===== config.mk =====
export PLATFORM = sky130hd
export DESIGN_NAME = rle_expand
export DESIGN_NICKNAME = d
export VERILOG_FILES = /design/src/rtl/rle_pkg.sv /design/src/rtl/rle_classify.sv /design/src/rtl/rle_run_ctr.sv /design/src/rtl/rle_out_reg.sv /design/src/rtl/rle_expand.sv
export SDC_FILE = /design/constraint.sdc
export NUM_CORES = 1
export LEC_CHECK = 0
export BUFFER_PORTS_ARGS = -buffer_cell sky130_fd_sc_hd__buf_2
export CAP_MARGIN = 15
export CORE_AREA = 3 3 45 78
export CTS_CLUSTER_DIAMETER = 30
export DETAILED_ROUTE_END_ITERATION = 12
export DIE_AREA = 0 0 48 81
export HOLD_SLACK_MARGIN = 0.06
export PLACE_DENSITY_LB_ADDON = 0.2
export SLEW_MARGIN = 20
export SYNTH_ARGS = -nofsm -noshare
export SYNTH_HDL_FRONTEND = slang
export SYNTH_SLANG_ARGS = --single-unit

===== constraint.sdc =====
create_clock -name clk -period 4.89 [get_ports clk]
set_input_delay 0.978 -clock clk [delete_from_list [all_inputs] [get_ports clk]]
set_output_delay 0.978 -clock clk [all_outputs]
set_load 0.01 [all_outputs]

===== src/rtl/rle_pkg.sv =====
package rle_pkg;
  typedef enum logic [1:0] {
    K_NONE  = 2'd0,
    K_DATA  = 2'd1,
    K_COUNT = 2'd2,
    K_OTHER = 2'd3
  } kind_e;
endpackage


===== src/rtl/rle_classify.sv =====
module rle_classify
  import rle_pkg::*;
#(
  parameter int DATA_W = 8,
  parameter int CNT_W  = 7
) (
  input  logic              fire,
  input  logic              is_cmd,
  input  logic [DATA_W-1:0] byte_in,
  output kind_e             kind,
  output logic [CNT_W-1:0]  cnt
);
  logic upper_set;

  generate
    if (DATA_W > CNT_W) begin : g_upper
      assign upper_set = |byte_in[DATA_W-1:CNT_W];
    end else begin : g_noupper
      assign upper_set = 1'b0;
    end
  endgenerate

  assign cnt = byte_in[CNT_W-1:0];

  always_comb begin
    if (!fire)          kind = K_NONE;
    else if (!is_cmd)   kind = K_DATA;
    else if (upper_set) kind = K_OTHER;
    else                kind = K_COUNT;
  end
endmodule


===== src/rtl/rle_run_ctr.sv =====
module rle_run_ctr
  import rle_pkg::*;
#(
  parameter int CNT_W = 7
) (
  input  logic             clk,
  input  logic             rst,
  input  kind_e            kind,
  input  logic [CNT_W-1:0] cnt_in,
  input  logic             take,
  output logic             last
);
  logic             pend_vld;
  logic [CNT_W-1:0] pend_cnt;
  logic [CNT_W-1:0] remain;

  always_ff @(posedge clk) begin
    if (rst) begin
      pend_vld <= 1'b0;
      pend_cnt <= '0;
      remain   <= '0;
    end else begin
      case (kind)
        K_COUNT: begin
          pend_vld <= 1'b1;
          pend_cnt <= cnt_in;
        end
        K_DATA: begin
          remain   <= pend_vld ? pend_cnt : '0;
          pend_vld <= 1'b0;
        end
        default: begin
          if (take && remain != '0) remain <= remain - 1'b1;
        end
      endcase
    end
  end

  assign last = (remain == '0);
endmodule


===== src/rtl/rle_out_reg.sv =====
module rle_out_reg #(
  parameter int DATA_W = 8
) (
  input  logic              clk,
  input  logic              rst,
  input  logic              load,
  input  logic [DATA_W-1:0] din,
  input  logic              take,
  input  logic              last,
  output logic              valid,
  output logic [DATA_W-1:0] dout
);
  always_ff @(posedge clk) begin
    if (rst) begin
      valid <= 1'b0;
      dout  <= '0;
    end else if (load) begin
      valid <= 1'b1;
      dout  <= din;
    end else if (take && last) begin
      valid <= 1'b0;
    end
  end
endmodule


===== src/rtl/rle_expand.sv =====
module rle_expand
  import rle_pkg::*;
#(
  parameter int DATA_W = 8,
  parameter int CNT_W  = 7
) (
  input  logic              clk,
  input  logic              rst,
  input  logic              in_valid,
  output logic              in_ready,
  input  logic              in_is_cmd,
  input  logic [DATA_W-1:0] in_byte,
  output logic              out_valid,
  input  logic              out_ready,
  output logic [DATA_W-1:0] out_byte
);
  kind_e            kind;
  logic [CNT_W-1:0] cnt;
  logic             fire;
  logic             take;
  logic             last;

  assign in_ready = ~out_valid;
  assign fire     = in_valid & in_ready;
  assign take     = out_valid & out_ready;

  rle_classify #(.DATA_W(DATA_W), .CNT_W(CNT_W)) u_cls (
    .fire(fire), .is_cmd(in_is_cmd), .byte_in(in_byte), .kind(kind), .cnt(cnt)
  );

  rle_run_ctr #(.CNT_W(CNT_W)) u_ctr (
    .clk(clk), .rst(rst), .kind(kind), .cnt_in(cnt), .take(take), .last(last)
  );

  rle_out_reg #(.DATA_W(DATA_W)) u_out (
    .clk(clk), .rst(rst), .load(kind == K_DATA), .din(in_byte),
    .take(take), .last(last), .valid(out_valid), .dout(out_byte)
  );
endmodule


==> run_results.csv <==
group,metric,value,unit
outcome,status,"finished, final reports clean",
global_route,grt_pass1_wl,4471,um
synth,synth_top_area_frac,0.3996,
cts,post_cts_resized,0,
synth,synth_common_cells,"nor2_1, dfxtp_1, mux2i_1",
cts,worstSkewPairLatency,0.27,ns
synth,synth_most_common_cell,"nor2_1",
drt,wire_per_inst,14.02,um
drt,drc,0,
final_layout,fin_area,1353,sq um
synth,yosys_warnings,0,
setup_path,cpPeakStageDelay,0.84,ns
sta,fin_skew,0.001441,ns
global_route,grt.overflow.total,0,
synth,synth_edf_count,0,
placed_design,dpl.cell_count,176,
cts,cts.sinks,24,
synth,netlist_instances,134,
sta,maxSlewHeadroom,0.3104,
synth,synth-async-reset-ratio,0,
final_layout,antennaDiodeCount,0,
synth,ys_ff_latch,24,
floorplanning,die_w,48,um
sta,fmax,331.3,MHz
placed_design,routabilityCongestion,0.8877,
setup_path,critPathRequiredTime,5.07,ns
setup_path,crit_path_end_kind,"flop",
synth,synth_ff_type,"dfxtp_1",
setup_path,cp_max_fo,26,
synth,seq_area_frac_synth,0.3996,
global_route,grt_use_total,0.1577,
hold_path,hold_class,"flop to flop",
cts,cts.htree.levels,1,
setup_path,cp_cell_sequence,"buf_2, nor2b_1, o21ai_0, inv_1, ha_1, nor4b_1, a221oi_4, nor2_1, a211oi_2",
sta,setup-violations-final,0,
drt,viasPerCell,5.542,
pwr,power.density,339.2,nW/um^2
global_route,grt_pass1_vias,1012,
synth,synthesis.area,1202,sq um
global_route,grt_max_degree,27,
floorplanning,die_area,3888,sq um
cts,clkTransAtPathRegs,0.08,ns
global_route,antenna_found_initial,0,
setup_path,crit_family,"adder cells",
drt,drt-pass1-iter-count,4,
sta,hold_slack,0.4958,ns
setup_path,critPathArrivalTime,3.20,ns
synth,synth_nets,151,
drt,vias,992,
floorplanning,core-area,2928,sq um
floorplanning,chipHeight,81,um
sta,setup_slack,1.872,ns
final_layout,drive_above_1_share,0.2119,
setup_path,path_buf_inv,2,
sta,slew_violations,0,
synth,synth_largest_area_cell,"dfxtp_1",
sta,finalHoldViolCount,0,
drt,drtIter0Drc,18,
cts,cts_tree,"done",
placed_design,placed_area,1311,sq um
pwr,ir_worst_vdd,211.6,uV
placed_design,dp_hpwl,1909,um
placed_design,pre_cts_ws,1.558,ns
setup_path,cp_slowest_cell,"ha_1",
flow_run,max_cap_violations,0,
sta,worst_pin_slew,1.034,ns
sta,period_minus_slack,3.018,ns
final_layout,syn_to_final_growth,12.49,%
floorplanning,initial_core_util,0.4107,
final_layout,fin_util,0.4620,
drt,finalWirelength,2509,um
cts,cts_hold_buf,0,
final_layout,fin_cells,179,
sta,rsz0062_at_grt,"no",
cts,cts_buffers,3,
setup_path,critical_path_class,"input port to flop",
placed_design,numPortBuffers,22,
setup_path,cp-start-kind,"input port",
synth,yosys-top-cells-area,"dfxtp_1, mux2i_1, nor2_1, ha_1, nand3_1",
floorplanning,io_pins,23,
cts,clk_path_buf_depth,2,
synth,syn_area_per_cell,8.973,sq um
floorplanning,num_rows,26,
sta,period_share,0.6173,
pwr,power.leakage,0.5674,nW
pwr,p_total,0.4588,mW
cts,postCtsSetupBuffers,0,
synth,yosysUniqueCellTypes,38,
final_layout,layout.nets,170,
cts,cts_root_buf,"clkbuf_8",
drt,ant_nets,0,
sta,tns,0,ns
[final timing paths]
| check | start | to | slack [ns] | depth (start not counted) |
|---|---|---|---|---|
| min | u_out.dout[7]$_SDFFE_PP0N_ | u_out.dout[7]$_SDFFE_PP0N_ | 0.50 | 2 |
| max | in_valid | u_ctr.remain[5]$_SDFFE_PP0P_ | 1.87 | 9 |
| min reg2reg | u_out.dout[7]$_SDFFE_PP0N_ | u_out.dout[7]$_SDFFE_PP0N_ | 0.50 | 2 |
| max reg2reg | u_out.valid$_SDFFE_PP0P_ | u_ctr.remain[5]$_SDFFE_PP0P_ | 2.28 | 8 |
[layer usage]
layer	routed length, um	part of all wire	vias up	track usage
li1	-	-	512	-
met1	1033	0.41	450	0.1822
met2	1310	0.52	23	0.2626
met3	88	0.035	7	0.02439
met4	76	0.030	0	0.08356
met5	0	0	-	0
[area by class of cell]
class	count	area [sq um]
inverters	7	26.28
repair buffers	22	110.1
fillers	301	1575
clock buffers	3	41.29
flip-flops and latches	24	480.5
well taps	28	35.03
multi-input cells	95	659.4
[sequential cells by signal, indices dropped and copies added (netlist names)]
register        count
u_ctr.pend_cnt      7
u_ctr.pend_vld      1
u_out.dout          8
u_ctr.remain        7
u_out.valid         1
[where the power goes]
group | switching [mW] | internal [mW]
clock | 0.0613 | 0.0552
combinational | 0.0656 | 0.0509
sequential | 0.0156 | 0.210
[cells by family after synthesis]
family                   count (synthesis)  share of synthesized area
AND/OR/NAND/NOR                         54                     0.2248
multiplexers                            16                     0.1332
buffers and inverters                   15                    0.05202
flip-flops                              24                     0.3996
adder cells (fa/ha/maj)                  4                    0.04162
AO/OA/AOI/OAI                           21                     0.1488
[worst min-delay path, cell delays in order, from the launching register on]
cell and delay, ns:
dfxtp_1 0.33, mux2i_1 0.06, nor2_1 0.07
[cells in the final DEF, fill, tap and decap left out, types with 2 or more instances in the layout]
master / synthesis / final
ha_1: 4 / 4
o21ai_0: 2 / 2
dfxtp_1: 24 / 24
nand2_1: 4 / 4
clkbuf_8: 0 / 3
mux2i_1: 16 / 16
a32oi_1: 2 / 2
a21oi_1: 4 / 4
nand2b_1: 2 / 2
nor2_1: 27 / 27
nand3_1: 6 / 6
nor2b_1: 2 / 2
and3_1: 2 / 2
inv_1: 6 / 6
nor3_1: 2 / 2
a31oi_1: 4 / 4
buf_2: 2 / 22
No activity file was read; power rests on OpenSTA's default activity.
